$ cat src/rtl/lbox_pkg.sv
package lbox_pkg;
  localparam int unsigned CFG_W = 16;

  typedef struct packed {
    logic [CFG_W-1:0] width;
    logic [CFG_W-1:0] height;
    logic [CFG_W-1:0] fmt;
    logic [CFG_W-1:0] col_lo;
    logic [CFG_W-1:0] col_hi;
    logic [CFG_W-1:0] row_lo;
    logic [CFG_W-1:0] row_hi;
    logic [CFG_W-1:0] fill_a;
    logic [CFG_W-1:0] fill_b;
    logic [CFG_W-1:0] fill_c;
  } lbox_cfg_t;

  localparam int unsigned NUM_CH = 3;
endpackage

$ cat src/rtl/lbox_cfg_latch.sv
module lbox_cfg_latch
  import lbox_pkg::*;
(
  input  logic      clk_i,
  input  logic      rst_ni,
  input  logic      load_i,
  input  lbox_cfg_t cfg_i,
  output lbox_cfg_t cfg_o
);
  lbox_cfg_t cfg_q;

  always_ff @(posedge clk_i or negedge rst_ni) begin
    if (!rst_ni) cfg_q <= '0;
    else if (load_i) cfg_q <= cfg_i;
  end

  assign cfg_o = cfg_q;
endmodule

$ cat src/rtl/lbox_pos_ctr.sv
module lbox_pos_ctr #(
  parameter int unsigned DIM_W = 16
) (
  input  logic             clk_i,
  input  logic             rst_ni,
  input  logic             step_i,
  input  logic             sof_i,
  input  logic             eol_i,
  input  logic [DIM_W-1:0] height_i,
  output logic [DIM_W-1:0] col_o,
  output logic [DIM_W-1:0] row_o,
  output logic             frame_end_o
);
  logic [DIM_W-1:0] col_q, row_q;

  // position of the beat currently offered; SOF forces origin
  assign col_o       = sof_i ? '0 : col_q;
  assign row_o       = sof_i ? '0 : row_q;
  assign frame_end_o = eol_i && (row_o == height_i - DIM_W'(1));

  always_ff @(posedge clk_i or negedge rst_ni) begin
    if (!rst_ni) begin
      col_q <= '0;
      row_q <= '0;
    end else if (step_i) begin
      if (eol_i) begin
        col_q <= '0;
        row_q <= row_o + DIM_W'(1);
      end else begin
        col_q <= col_o + DIM_W'(1);
        row_q <= row_o;
      end
    end
  end
endmodule

$ cat src/rtl/lbox_pix_sel.sv
module lbox_pix_sel
  import lbox_pkg::*;
#(
  parameter int unsigned CH_W  = 8,
  parameter int unsigned DIM_W = 16
) (
  input  lbox_cfg_t             cfg_i,
  input  logic [DIM_W-1:0]      col_i,
  input  logic [DIM_W-1:0]      row_i,
  input  logic [NUM_CH*CH_W-1:0] pix_i,
  output logic [NUM_CH*CH_W-1:0] pix_o
);
  localparam int unsigned PIX_W = NUM_CH * CH_W;

  logic             in_col, in_row, is_rgb;
  logic [CH_W-1:0]  comp [NUM_CH];
  logic [PIX_W-1:0] fill;

  assign in_col = (col_i >= cfg_i.col_lo) && (col_i < cfg_i.col_hi) && (col_i < cfg_i.width);
  assign in_row = (row_i >= cfg_i.row_lo) && (row_i < cfg_i.row_hi);
  assign is_rgb = (cfg_i.fmt == '0);

  assign comp[0] = cfg_i.fill_a[CH_W-1:0];
  assign comp[1] = cfg_i.fill_b[CH_W-1:0];
  assign comp[2] = cfg_i.fill_c[CH_W-1:0];

  // rgb: ch0=G ch1=B ch2=R ; ycc: ch k = component k
  for (genvar k = 0; k < NUM_CH; k++) begin : g_ch
    assign fill[k*CH_W +: CH_W] = is_rgb ? comp[(k+1) % NUM_CH] : comp[k];
  end

  assign pix_o = (in_col && in_row) ? pix_i : fill;
endmodule

$ cat src/rtl/lbox_out_stage.sv
module lbox_out_stage #(
  parameter int unsigned W = 8
) (
  input  logic         clk_i,
  input  logic         rst_ni,
  input  logic         in_valid_i,
  output logic         in_ready_o,
  input  logic [W-1:0] in_data_i,
  output logic         out_valid_o,
  input  logic         out_ready_i,
  output logic [W-1:0] out_data_o
);
  logic         vld_q;
  logic [W-1:0] dat_q;

  assign in_ready_o  = !vld_q || out_ready_i;
  assign out_valid_o = vld_q;
  assign out_data_o  = dat_q;

  always_ff @(posedge clk_i or negedge rst_ni) begin
    if (!rst_ni) begin
      vld_q <= 1'b0;
      dat_q <= '0;
    end else if (in_ready_o) begin
      vld_q <= in_valid_i;
      if (in_valid_i) dat_q <= in_data_i;
    end
  end
endmodule

$ cat src/rtl/lbox_mask.sv
module lbox_mask
  import lbox_pkg::*;
#(
  parameter int unsigned CH_W = 8,
  localparam int unsigned PIX_W = NUM_CH * CH_W
) (
  input  logic             clk_i,
  input  logic             rst_ni,
  input  logic             start_i,
  output logic             done_o,
  input  logic [CFG_W-1:0] frame_w_i,
  input  logic [CFG_W-1:0] frame_h_i,
  input  logic [CFG_W-1:0] fmt_i,
  input  logic [CFG_W-1:0] col_lo_i,
  input  logic [CFG_W-1:0] col_hi_i,
  input  logic [CFG_W-1:0] row_lo_i,
  input  logic [CFG_W-1:0] row_hi_i,
  input  logic [CFG_W-1:0] fill_a_i,
  input  logic [CFG_W-1:0] fill_b_i,
  input  logic [CFG_W-1:0] fill_c_i,
  input  logic [PIX_W-1:0] s_tdata_i,
  input  logic             s_tuser_i,
  input  logic             s_tlast_i,
  input  logic             s_tvalid_i,
  output logic             s_tready_o,
  output logic [PIX_W-1:0] m_tdata_o,
  output logic             m_tuser_o,
  output logic             m_tlast_o,
  output logic             m_tvalid_o,
  input  logic             m_tready_i
);
  localparam int unsigned BUS_W = PIX_W + 3;

  lbox_cfg_t        cfg_in, cfg_q;
  logic             busy_q, done_q, load, step, stage_ready, frame_end;
  logic [CFG_W-1:0] col, row;
  logic [PIX_W-1:0] pix_sel;
  logic [BUS_W-1:0] bus_in, bus_out;
  logic             out_final;

  assign cfg_in = '{width: frame_w_i, height: frame_h_i, fmt: fmt_i,
                    col_lo: col_lo_i, col_hi: col_hi_i,
                    row_lo: row_lo_i, row_hi: row_hi_i,
                    fill_a: fill_a_i, fill_b: fill_b_i, fill_c: fill_c_i};

  assign load       = start_i && !busy_q;
  assign s_tready_o = busy_q && stage_ready;
  assign step       = s_tvalid_i && s_tready_o;

  lbox_cfg_latch i_cfg (
    .clk_i  (clk_i),
    .rst_ni (rst_ni),
    .load_i (load),
    .cfg_i  (cfg_in),
    .cfg_o  (cfg_q)
  );

  lbox_pos_ctr #(.DIM_W(CFG_W)) i_pos (
    .clk_i       (clk_i),
    .rst_ni      (rst_ni),
    .step_i      (step),
    .sof_i       (s_tuser_i),
    .eol_i       (s_tlast_i),
    .height_i    (cfg_q.height),
    .col_o       (col),
    .row_o       (row),
    .frame_end_o (frame_end)
  );

  lbox_pix_sel #(.CH_W(CH_W), .DIM_W(CFG_W)) i_sel (
    .cfg_i (cfg_q),
    .col_i (col),
    .row_i (row),
    .pix_i (s_tdata_i),
    .pix_o (pix_sel)
  );

  assign bus_in = {frame_end, s_tuser_i, s_tlast_i, pix_sel};

  lbox_out_stage #(.W(BUS_W)) i_out (
    .clk_i       (clk_i),
    .rst_ni      (rst_ni),
    .in_valid_i  (s_tvalid_i && busy_q),
    .in_ready_o  (stage_ready),
    .in_data_i   (bus_in),
    .out_valid_o (m_tvalid_o),
    .out_ready_i (m_tready_i),
    .out_data_o  (bus_out)
  );

  assign {out_final, m_tuser_o, m_tlast_o, m_tdata_o} = bus_out;

  always_ff @(posedge clk_i or negedge rst_ni) begin
    if (!rst_ni) begin
      busy_q <= 1'b0;
      done_q <= 1'b0;
    end else begin
      if (load) busy_q <= 1'b1;
      else if (step && frame_end) busy_q <= 1'b0;
      done_q <= m_tvalid_o && m_tready_i && out_final;
    end
  end

  assign done_o = done_q;
endmodule

$ cat config.mk
export PLATFORM = sky130hd
export DESIGN_NAME = lbox_mask
export DESIGN_NICKNAME = d
export VERILOG_FILES = /design/src/rtl/lbox_pkg.sv /design/src/rtl/lbox_cfg_latch.sv /design/src/rtl/lbox_pos_ctr.sv /design/src/rtl/lbox_pix_sel.sv /design/src/rtl/lbox_out_stage.sv /design/src/rtl/lbox_mask.sv
export SDC_FILE = /design/constraint.sdc
export NUM_CORES = 1
export LEC_CHECK = 0
export ABC_AREA = 1
export ABC_CLOCK_PERIOD_IN_PS = 2800
export BUFFER_PORTS_ARGS = -buffer_cell sky130_fd_sc_hd__buf_2
export CORE_MARGIN = 2
export CORE_UTILIZATION = 58
export DETAILED_ROUTE_END_ITERATION = 8
export GPL_ROUTABILITY_DRIVEN = 0
export GPL_TIMING_DRIVEN = 0
export PLACE_DENSITY_LB_ADDON = 0.3
export SETUP_SLACK_MARGIN = 0.3
export SYNTH_ARGS = -nofsm -noshare
export SYNTH_HDL_FRONTEND = slang
export SYNTH_HIERARCHICAL = 1
export SYNTH_SLANG_ARGS = --single-unit
$ cat constraint.sdc
create_clock -name clk_i -period 2.8 [get_ports clk_i]
set_input_delay 0.56 -clock clk_i [delete_from_list [all_inputs] [get_ports clk_i]]
set_output_delay 0.56 -clock clk_i [all_outputs]
set_load 0.005 [all_outputs]
# Yosys cells after proc, flatten, opt, wreduce, memory -nomap -nowiden
# Cells that the tools add are included.
classes:
  add_sub_neg: 3
  n_lt_le_gt_ge: 5
  eq_ne: 1
  muxes: 10
  reduce_logical: 18
ops:
  columns: ["op", "count"]
  rows:
  - ["$mux W16", 4]
  - ["$lt A16 B16 Y1", 3]
  - ["$add A16 B1 Y16 const B", 2]
  - ["$ge A16 B16 Y1", 2]
  - ["$mux W24", 1]
  - ["$mux W8", 3]
  - ["$eq A16 B16 Y1", 1]
  - ["$logic_not A16 Y1", 1]
  - ["$sub A16 B1 Y16 const B", 1]
  - ["$logic_and A1 B1 Y1", 12]
  - ["$logic_not A1 Y1", 2]
  - ["$mux W1", 2]
  - ["$reduce_and A2 Y1", 1]
  - ["$reduce_bool A2 Y1", 1]
  - ["$logic_or A1 B1 Y1", 1]
word_totals:
  reg_bits: 198
  in_bits: 191
  output_inout_bits: 29
  elab_cells: 53

# Logic depth before layout (Yosys ltp)
logic_depth:
  word_depth: 7
  mapped_depth: 21
  mapped_depth_nobuf: 19

# By module
# Netlist, hierarchy kept.
modules_own_cells:
  columns: ["module", "n_inst", "cells_per_inst", "area_each_um2"]
  rows:
  - ["lbox_cfg_latch", 1, 676, 6063.3]
  - ["lbox_pix_sel", 1, 515, 2845.2]
  - ["lbox_pos_ctr", 1, 421, 2666.3]
  - ["lbox_out_stage", 1, 121, 1194.9]
  - ["lbox_mask", 1, 15, 103.8]

# Worst setup path after synthesis
# OpenSTA, ideal clock, no wires.
synth_path:
  path_kind: "input to register"
  start: "input port s_tuser_i"
  end: "register i_out.dat_q[10] (netlist: i_out/out_data_o[10])"
  setup_time_ns: 0.116
  t_arrival_ns: 2.415
  required_time_ns: 2.684
  slack_ns: 0.268
  cell_stages: 19
  path_buffers: 3
  cell_sequence: "buf_6 -> buf_6 -> nor2_1 -> ha_1 -> nand2_1 -> inv_1 -> nand2_1 -> nand2_1 -> nand2_1 -> nand3_1 -> nor2_2 -> nand2_1 -> nor2_2 -> nand3_4 -> buf_6 -> nand2_1 -> nand2_1 -> nand3_2 -> nand2_1"
synth_between:
  elab_chain_cells: 6
synth_lines:
  columns: ["item", "line_no", "rtl"]
  rows:
  - ["start, declared", "lbox_mask.sv:22", "input logic s_tuser_i,"]
  - ["$mux W16 (*)", "lbox_pos_ctr.sv:17", "assign col_o = sof_i ? '0 : col_q;"]
  - ["via col[11]", "lbox_mask.sv:36", "logic [CFG_W-1:0] col, row;"]
  - ["$ge A16 B16 Y1 or $lt A16 B16 Y1 (tied branches)", "lbox_pix_sel.sv:19", "assign in_col = (col_i >= cfg_i.col_lo) && (col_i < cfg_i.col_hi) && (col_i < cfg_i.width);"]
  - ["$logic_and A1 B1 Y1", "lbox_pix_sel.sv:19", null]
  - ["$logic_and A1 B1 Y1 (*)", "lbox_pix_sel.sv:19", null]
  - ["$logic_and A1 B1 Y1 (*)", "lbox_pix_sel.sv:32", "assign pix_o = (in_col && in_row) ? pix_i : fill;"]
  - ["$mux W24 (*)", "lbox_pix_sel.sv:32", null]
  - ["via pix_sel[10]", "lbox_mask.sv:37", "logic [PIX_W-1:0] pix_sel;"]
  - ["end signal, assigned", "lbox_out_stage.sv:26", "if (in_valid_i) dat_q <= in_data_i;"]
  - ["end, declared", "lbox_out_stage.sv:14", "logic [W-1:0] dat_q;"]
# Mark *: on every way through the listed nets, which the timed path passes. The rest lies on a longest branch.
# A chain may end at the register's enable or synchronous reset.

# Final worst setup path
layout_path:
  start: "input port s_tuser_i"
  end: "register i_out.dat_q[21] (netlist: i_out/out_data_o[21])"
# The elaborated chain is that of the path after synthesis.

==> impl_metrics.ini <==
[worst_setup_path]
reg2reg_slack_ns = 0.33
crit_path_cell_trace = buf_12 -> buf_12 -> inv_16 -> buf_12 -> nand2_4 -> inv_4 -> ha_1 -> nand2_1 -> inv_1 -> nand2_1 -> nand2_1 -> nor2_1 -> nand2_1 -> nor2_4 -> nand2_2 -> nor2_4 -> nand3_4 -> buf_8 -> nand2_2 -> nand2_1 -> nand3_1 -> nand2_1
crit_path_max_incr_delay_ns = 0.22
crit_top_cell = nand2_1
reg2reg_from = i_pos/row_q[11]
required_ns = 3.13
cp-start-kind = primary input
critPathKind = primary input to register
r2r_end = i_out/out_data_o[21]
cp_slowest_cell = ha_1
cp_max_fo = 8
cp-end-kind = register
arrival_ns = 2.82
rr_worst_depth = 18

[floorplanning]
die_h_um = 148
die_w_um = 148
rows = 52
num_io_pins = 220
core_area_um2 = 20300
die_area_um2 = 21900
start_util_pct = 59.1

[global_route]
grt_pass1_wl_um = 50800
grt_overflow = 0
antenna_found_initial = 2
grt_util_all_layers_pct = 28.9
grt_pass1_vias = 10900
grt_max_degree = 108

[finish]
finalNetCount = 2169
fin_area_um2 = 14900
drive_gt1_share_pct = 24.8
final_util_pct = 73.2
fillers = 1590
final_cells = 2183
synthToLayoutAreaGrowth_pct = 23.8

[logic_synthesis]
synth_warnings = 6
netlist_instances = 1652
syn_nets = 1923
avgSynthCellArea_um2 = 7.27
syn-cell-area_um2 = 12000

[clocking]
cts_hold_buf = 0
clock_latency_ns = 0.44
root_buffer = clkbuf_16
clock_sinks = 198
tritoncts = yes
cts_buffer_depth = 2
clk_pin_slew_ns = 0.08
htreeDepth = 4
numCtsBuffers = 17

[power]
power_leakage_nw = 8.46
irDropWorstVdd_mv = 0.458
power_mw = 9.83
powerDensity_nw_per_um2 = 661

[timing]
fin_crit_sh_pct = 89.0
finalHoldViolations = 0
post-route-min-period_ns = 2.49
fmax_mhz = 401
slew_viol_final = 0
rsz0062_at_grt = true
holdWs_ns = 0.127
fin_ws_ns = 0.309
setup_viol = 0
slew_headroom_pct = 52.0
worst_clock_skew_ns = 0.00897
tightest_slew_ns = 0.721
tns_ns = 0

[drt]
drc = 0
dr.pass1.iters = 7
antenna_left = 0
drt_iter0_markers = 900
wire_per_inst_um = 15.0
avgViaCountPerCell = 5.21
vias = 11400
routed_wl_um = 32700

[placement]
dpl.hpwl_um = 23000
dp_cells = 2118
port_buffers = 195
place_area_um2 = 13400
place_ws_ns = -0.340

[min_path]
min_path_type = primary input to asynchronous set/reset pin

[job]
maxCapViolations = 0

[status]
outcome = complete, no violations
==> what timing repair did <==
action,in CTS,in global routing
buffers inserted,8,15
setup endpoints to repair,38,40
pin swaps,10,47
gates resized for setup,42,137
gates cloned,4,4
==> worst max-delay path: cells and delay by family <==
family	cells	cell delay, ns
and+or+nand+nor	14	1.23
buffers and inverters	7	0.81
adders and majority gates	1	0.22
==> layout by cell type, fill, tap and decap left out, drive strengths merged, types with 2 or more instances in the layout <==
cell type / n
nand2: 770
buf: 279
inv: 217
dfrtp: 198
nand3: 99
nor2: 97
ha: 80
o21ai: 34
a21oi: 33
clkbuf: 28
xor2: 15
nor3: 14
nand4: 10
nor4: 10
xnor2: 6
o22ai: 5
clkinv: 4
diode: 2
o31ai: 2
nand3b: 2
==> worst max path at each step <==
stage,depth (start not counted),slack (ns),start,endpoint
final,22,0.31,s_tuser_i,i_out/out_data_o[21]
after global routing,22,0.16,s_tuser_i,i_out/out_data_o[21]
after detailed placement,18,-0.34,s_tuser_i,i_out/out_data_o[20]
after CTS,20,0.29,s_tuser_i,i_out/out_data_o[13]
after floorplan,19,0.31,s_tuser_i,i_out/out_data_o[10]
after global placement,1,-2.07,rst_ni,i_cfg/cfg_o[117]
==> flip-flops by register name, summed over array words and instances (netlist names) <==
register / flops
busy_q: 1
done_o: 1
i_cfg/cfg_o: 136
i_out/out_data_o: 27
i_out/out_valid_o: 1
i_pos/col_q: 16
i_pos/row_q: 16
==> routing by layer <==
metal	global-route usage, %	vias to the layer above	share of wire (%)
met5	0	-	0
met4	11.8	0	3.5
met3	4.44	81	6.8
met2	48.9	452	49
met1	37.5	5257	41
li1	-	5573	-
==> layout make-up <==
type	count	area, um^2	area share (%)
timing repair inverter	1	8.76	0.0589
clock inverter	12	116	0.783
clock buffer	20	447	3.01
timing repair buffer	226	1340	8.99
sequential	198	4950	33.3
buffer	61	507	3.41
inverter	210	822	5.53
antenna	2	5.00	0.0337
multi-input combinational	1183	6330	42.6
tap	270	338	2.27
==> where the power goes <==
| group | total [mW] | internal [mW] | switching [mW] | leakage, nW |
|---|---|---|---|---|
| Combinational | 3.22 | 1.28 | 1.94 | 5.66 |
| Sequential | 4.18 | 3.66 | 0.519 | 2.52 |
| Clock | 2.43 | 1.27 | 1.16 | 0.278 |
No activity file was read; power rests on OpenSTA's default activity.
